## config.mk

```make
export PLATFORM = sky130hd
export DESIGN_NAME = spr_dma_ctrl
export DESIGN_NICKNAME = d
export VERILOG_FILES = /design/src/rtl/spr_dma_pkg.sv /design/src/rtl/spr_dma_seq.sv /design/src/rtl/spr_dma_smp.sv /design/src/rtl/spr_dma_ctrl.sv
export SDC_FILE = /design/constraint.sdc
export NUM_CORES = 1
export LEC_CHECK = 0
export BUFFER_PORTS_ARGS = -buffer_cell sky130_fd_sc_hd__buf_2
export CAP_MARGIN = 10
export CELL_PAD_IN_SITES_DETAIL_PLACEMENT = 0
export CELL_PAD_IN_SITES_GLOBAL_PLACEMENT = 2
export CORE_MARGIN = 1
export CORE_UTILIZATION = 33
export DETAILED_ROUTE_END_ITERATION = 10
export PLACE_DENSITY = 0.8
export SYNTH_ARGS = -nofsm -noshare
export SYNTH_HDL_FRONTEND = slang
export SYNTH_SLANG_ARGS = --single-unit
```

## constraint.sdc

```tcl
create_clock -name clk -period 2.8 [get_ports clk]
set_clock_uncertainty 0.05 [all_clocks]
set_input_delay 0.14 -clock clk [delete_from_list [all_inputs] [get_ports clk]]
set_output_delay 0.14 -clock clk [all_outputs]
set_load 0.005 [all_outputs]
```

## src/rtl/spr_dma_pkg.sv

```systemverilog
package spr_dma_pkg;
  typedef enum logic [2:0] {
    SQ_IDLE,
    SQ_WAIT1,
    SQ_WAIT2,
    SQ_READ,
    SQ_WRITE
  } seq_st_e;
endpackage

```

## src/rtl/spr_dma_seq.sv

```systemverilog
module spr_dma_seq
  import spr_dma_pkg::*;
#(
  parameter int PAGE_W = 8,
  parameter int IDX_W  = 8,
  parameter int DATA_W = 8
) (
  input  logic                    clk,
  input  logic                    rst_n,
  input  logic                    trig_we,
  input  logic [PAGE_W-1:0]       trig_page,
  input  logic [IDX_W-1:0]        spr_base,
  input  logic                    cyc_odd,
  output logic [PAGE_W+IDX_W-1:0] bus_addr,
  output logic                    bus_rd,
  input  logic [DATA_W-1:0]       bus_rdata,
  output logic                    spr_we,
  output logic [IDX_W-1:0]        spr_waddr,
  output logic [DATA_W-1:0]       spr_wdata,
  output logic                    busy,
  output logic                    copy_act,
  output logic                    copy_drop
);
  localparam logic [IDX_W-1:0] LAST_IDX = {IDX_W{1'b1}};
  localparam logic [IDX_W-1:0] DROP_IDX = LAST_IDX - IDX_W'(1);

  seq_st_e            st_q, st_d;
  logic [IDX_W-1:0]   idx_q, idx_d;
  logic [PAGE_W-1:0]  page_q, page_d;
  logic [IDX_W-1:0]   base_q, base_d;
  logic               odd_q, odd_d;
  logic [DATA_W-1:0]  data_q;
  logic               data_en;
  logic               drop_q, drop_d;

  always_comb begin
    st_d      = st_q;
    idx_d     = idx_q;
    page_d    = page_q;
    base_d    = base_q;
    odd_d     = odd_q;
    drop_d    = drop_q;
    copy_drop = 1'b0;
    data_en   = 1'b0;
    case (st_q)
      SQ_IDLE: begin
        if (trig_we) begin
          st_d   = SQ_WAIT1;
          page_d = trig_page;
          base_d = spr_base;
          odd_d  = cyc_odd;
          idx_d  = '0;
          drop_d = 1'b0;
        end
      end
      SQ_WAIT1: st_d = odd_q ? SQ_WAIT2 : SQ_READ;
      SQ_WAIT2: st_d = SQ_READ;
      SQ_READ: begin
        data_en = 1'b1;
        st_d    = SQ_WRITE;
      end
      SQ_WRITE: begin
        if (idx_q == DROP_IDX) begin
          drop_d    = 1'b1;
          copy_drop = 1'b1;
        end
        if (idx_q == LAST_IDX) begin
          st_d = SQ_IDLE;
        end else begin
          idx_d = idx_q + IDX_W'(1);
          st_d  = SQ_READ;
        end
      end
      default: st_d = SQ_IDLE;
    endcase
  end

  always_ff @(posedge clk or negedge rst_n) begin
    if (!rst_n) begin
      st_q   <= SQ_IDLE;
      idx_q  <= '0;
      page_q <= '0;
      base_q <= '0;
      odd_q  <= 1'b0;
      drop_q <= 1'b0;
    end else begin
      st_q   <= st_d;
      idx_q  <= idx_d;
      page_q <= page_d;
      base_q <= base_d;
      odd_q  <= odd_d;
      drop_q <= drop_d;
    end
  end

  always_ff @(posedge clk or negedge rst_n) begin
    if (!rst_n) begin
      data_q <= '0;
    end else if (data_en) begin
      data_q <= bus_rdata;
    end
  end

  assign bus_rd    = (st_q == SQ_READ);
  assign bus_addr  = {page_q, idx_q};
  assign spr_we    = (st_q == SQ_WRITE);
  assign spr_waddr = base_q + idx_q;
  assign spr_wdata = data_q;
  assign busy      = (st_q != SQ_IDLE);
  assign copy_act  = busy && !drop_q;
endmodule

```

## src/rtl/spr_dma_smp.sv

```systemverilog
module spr_dma_smp #(
  parameter int CNT_W      = 3,
  parameter int LEN_FULL   = 4,
  parameter int LEN_SHORT  = 2,
  parameter int CUT_AT     = 2
) (
  input  logic clk,
  input  logic rst_n,
  input  logic req,
  input  logic copy_act,
  input  logic copy_drop,
  output logic ack,
  output logic stall,
  output logic load
);
  localparam logic [CNT_W-1:0] FULL_V  = CNT_W'(LEN_FULL);
  localparam logic [CNT_W-1:0] SHORT_V = CNT_W'(LEN_SHORT);
  localparam logic [CNT_W-1:0] CUT_V   = CNT_W'(CUT_AT);

  logic [CNT_W-1:0] cnt_q, cnt_d;
  logic             load_q, load_d;

  always_comb begin
    cnt_d = cnt_q;
    ack   = req && (cnt_q == '0);
    if (cnt_q == '0) begin
      if (req) cnt_d = copy_act ? SHORT_V : FULL_V;
    end else if (copy_drop && (cnt_q == CUT_V)) begin
      cnt_d = cnt_q - CNT_W'(2);
    end else begin
      cnt_d = cnt_q - CNT_W'(1);
    end
    load_d = (cnt_q != '0) && (cnt_d == '0);
  end

  always_ff @(posedge clk or negedge rst_n) begin
    if (!rst_n) begin
      cnt_q  <= '0;
      load_q <= 1'b0;
    end else begin
      cnt_q  <= cnt_d;
      load_q <= load_d;
    end
  end

  assign stall = (cnt_q != '0);
  assign load  = load_q;
endmodule

```

## src/rtl/spr_dma_ctrl.sv

```systemverilog
module spr_dma_ctrl #(
  parameter int PAGE_W      = 8,
  parameter int IDX_W       = 8,
  parameter int DATA_W      = 8,
  parameter int STALL_CNT_W = 3,
  parameter int STALL_FULL  = 4,
  parameter int STALL_SHORT = 2,
  localparam int ADDR_W     = PAGE_W + IDX_W
) (
  input  logic              clk,
  input  logic              rst_n,
  input  logic              trig_we,
  input  logic [PAGE_W-1:0] trig_page,
  input  logic [IDX_W-1:0]  spr_addr,
  input  logic              cyc_odd,
  output logic [ADDR_W-1:0] bus_addr,
  output logic              bus_rd,
  input  logic [DATA_W-1:0] bus_rdata,
  output logic              spr_we,
  output logic [IDX_W-1:0]  spr_waddr,
  output logic [DATA_W-1:0] spr_wdata,
  input  logic              smp_req,
  output logic              smp_ack,
  output logic              smp_load,
  output logic              cpu_halt
);
  logic [1:0] rst_sync_q;
  logic       rst_n_int;
  logic       seq_busy, copy_act, copy_drop, smp_stall;

  always_ff @(posedge clk or negedge rst_n) begin
    if (!rst_n) rst_sync_q <= 2'b00;
    else        rst_sync_q <= {rst_sync_q[0], 1'b1};
  end
  assign rst_n_int = rst_sync_q[1];

  spr_dma_seq #(.PAGE_W(PAGE_W), .IDX_W(IDX_W), .DATA_W(DATA_W)) u_seq (
    .clk       (clk),
    .rst_n     (rst_n_int),
    .trig_we   (trig_we),
    .trig_page (trig_page),
    .spr_base  (spr_addr),
    .cyc_odd   (cyc_odd),
    .bus_addr  (bus_addr),
    .bus_rd    (bus_rd),
    .bus_rdata (bus_rdata),
    .spr_we    (spr_we),
    .spr_waddr (spr_waddr),
    .spr_wdata (spr_wdata),
    .busy      (seq_busy),
    .copy_act  (copy_act),
    .copy_drop (copy_drop)
  );

  spr_dma_smp #(.CNT_W(STALL_CNT_W), .LEN_FULL(STALL_FULL),
                .LEN_SHORT(STALL_SHORT), .CUT_AT(STALL_SHORT)) u_smp (
    .clk       (clk),
    .rst_n     (rst_n_int),
    .req       (smp_req),
    .copy_act  (copy_act),
    .copy_drop (copy_drop),
    .ack       (smp_ack),
    .stall     (smp_stall),
    .load      (smp_load)
  );

  assign cpu_halt = seq_busy | smp_stall;
endmodule

```

==> flow_metrics.tcl <==
set metrics [dict create \
    outcome "finished clean" \
    stdcell_count 389 \
    cp.required_ns 2.61 \
    num_rows 29 \
    synthCells 228 \
    slew-limit-headroom_pct 38.3 \
    seq_area_frac_synth_pct 47.6 \
    use_met2_pct 26.3 \
    yosys_warnings 0 \
    maxCapViolCount 0 \
    path_class "reg2out" \
    cts.clk_slew.worst_paths_ns 0.08 \
    met1_usage_pct 19.2 \
    avgRoutedWirePerCell_um 12.9 \
    crit_end "spr_waddr[6]" \
    cts_sinks 43 \
    hold_path.startpoint "bus_rdata[5]" \
    grt-ovfl-total 0 \
    synth_seq_cells 43 \
    synth_area_leaders "dfrtp_1 48%, nand2_1 10%, ha_1 6.6%" \
    r2r_cells 5 \
    dp_cells 363 \
    synth_top_area_share_pct 47.6 \
    synth_area_um2 2260 \
    cts_made_buffers 5 \
    power_density_nw_per_um2 502 \
    initial_utilization_pct 34.8 \
    rsz0062_at_grt "no" \
    cp_top_family "compound AO/OA/AOI/OAI gates" \
    first_global_vias 1830 \
    drtIter0Drc 96 \
    grt_pass1_wl_mm 8.71 \
    synth_nets 270 \
    reg2reg_to "u_smp.cnt_q[2]" \
    fin_util_pct 45.6 \
    cts_buffer_depth 2 \
    cp.buffers_inverters 1 \
    worst-r2r-setup-slack_ns 0.95 \
    gp_congestion 0.764 \
    grt-busiest-layer "met2" \
    area_growth_pct 31.1 \
    synth_edf_count 0 \
    fin_nets 353 \
    critPathCaptureType "output pin" \
    async_flop_share_pct 100 \
    met3_usage_pct 3.54 \
    fp.dieArea_um2 7180 \
    routed_wl_mm 5.03 \
    drc 0 \
    min_path_type "in2reg" \
    ioPinCount 66 \
    slowest_delay_ns 0.47 \
    vias 1857 \
    placed_area_um2 2650 \
    clock_latency_ns 0.29 \
    finalHoldViolations 0 \
    die_x_um 84.8 \
    setup_ws_ns 0.229 \
    drt_first_pass_iters 6 \
    start_kind "flip-flop" \
    die_h_um 84.8 \
    worst_slew_pin_slew_ns 0.926 \
    min_period_over_period_pct 91.8 \
    grt_antenna_before_repair 0 \
    hold_slack_ns 0.0192 \
    cp-startpoint "u_seq.idx_q[0]" \
    coreArea_um2 6490 \
    critPathSlowestCell "dfrtp_1" \
    crit_chain "ha_1 > fa_1 > a21o_1 > a21oi_2 > nor2b_1 > o311ai_0 > buf_2" \
    max_clock_freq_mhz 389 \
    vdd.ir_drop.worst_uv 224 \
    vias_per_cell 4.77 \
    p_leak_nw 1.49 \
    dp_hpwl_mm 3.58 \
    worst-path-max-fanout 8 \
    finalPower_mw 1.49 \
    htree_levels 2 \
    pre_cts_ws_ns 0.488 \
    critical_path_depth 7 \
    antennaDiodeCount 0 \
    drive_above_1_share_pct 29.5 \
    fin_area_um2 2960 \
    layout_min_cycle_time_ns 2.57 \
    grt_start_max_net_pins 42 \
    grt.total_usage_pct 15.4 \
    ys_top_cells_by_count "63 x nand2_1, 43 x dfrtp_1, 12 x ha_1" \
    antenna_left 0 \
    cts_tree "yes" \
    ys_types 46 \
    finalSetupViolations 0 \
    port_buffers 65 \
    synth.most_common_cell "nand2_1" \
    syn_avg_cell_area_um2 9.91 \
    cts-root-buf "clkbuf_8" \
    critPathArrivalTime_ns 2.38 \
    drv_slew 0 \
    worstReg2RegStart "u_seq.idx_q[1]" \
    yosysTopAreaCell "dfrtp_1" \
    ys.flop_type "dfrtp_1" \
    fin_setup_tns_ns 0 \
]
-- placed cells by master (no fill, tap or decap), types with 4 or more instances in the layout --
| cell type | count |
|---|---|
| o21ai_0 | 10 |
| inv_1 | 9 |
| clkbuf_8 | 5 |
| nand2_1 | 63 |
| or3_1 | 5 |
| nor2_1 | 6 |
| mux2_2 | 8 |
| dlygate4sd3_1 | 18 |
| buf_2 | 65 |
| dfrtp_1 | 42 |
| a21oi_1 | 8 |
| xnor2_1 | 7 |
| ha_1 | 12 |
| o31ai_1 | 4 |
-- flip-flops by register name, indices dropped and copies added (netlist names) --
| register | count |
|---|---|
| rst_sync_q | 2 |
| u_smp.load | 1 |
| u_smp.cnt_q | 3 |
| u_seq.spr_wdata | 8 |
| u_seq.idx_q | 8 |
| u_seq.base_q | 8 |
| u_seq.st_q | 3 |
| u_seq.odd_q | 1 |
| u_seq.page_q | 8 |
| u_seq.drop_q | 1 |
-- kinds of logic after synthesis --
| family | count (synthesis) | synth area share [%] |
|---|---|---|
| AO/OA/AOI/OAI | 37 | 11.1 |
| AND/OR/NAND/NOR | 99 | 22.1 |
| XOR/XNOR | 8 | 3.10 |
| multiplexers | 10 | 4.87 |
| buffers and inverters | 17 | 3.49 |
| flip-flops | 43 | 47.6 |
| adder cells (fa/ha/maj) | 13 | 7.53 |
| other | 1 | 0.166 |
-- worst min-delay path by stage --
stage,to,slack (ns),cells after the start
after floorplan,rst_sync_q[0],-0.21,0
after global placement,rst_sync_q[0],-0.12,1
after detailed placement,rst_sync_q[0],-0.12,1
after CTS,u_seq.spr_wdata[5],0.01,2
after global routing,u_seq.spr_wdata[1],0.007,2
final,u_seq.spr_wdata[5],0.02,2
-- layer usage --
metal	wire [um]	vias up
met5	0	-
li1	-	948
met1	2440	866
met2	2310	38
met3	193	5
met4	82	0
-- area by class of cell --
| type | instances | area [um2] |
|---|---|---|
| clock buffer | 6 | 72.6 |
| clock inverter | 2 | 60.1 |
| fill | 656 | 3530 |
| inverter | 9 | 33.8 |
| multi-input combinational | 168 | 1110 |
| sequential | 43 | 1080 |
| tap | 77 | 96.3 |
| timing repair buffer | 84 | 513 |
-- report_power, final --
group,internal [mW],switching [mW]
Combinational,0.123,0.0990
Clock,0.357,0.214
Sequential,0.657,0.0354
-- worst register-to-register path, delay by kind of cell (launching register included) --
kind | cells | cell delay, ns
simple gates | 3 | 0.70
flops | 1 | 0.51
compound gates | 1 | 0.27
fa+ha+maj | 1 | 0.21
-- what timing repair did --
item	CTS	global route
setup endpoints to repair	0	1
buffers inserted	0	0
hold endpoints to repair	19	0
hold buffers	18	0
gates resized for setup	0	1
No activity file was read; power rests on OpenSTA's default activity.
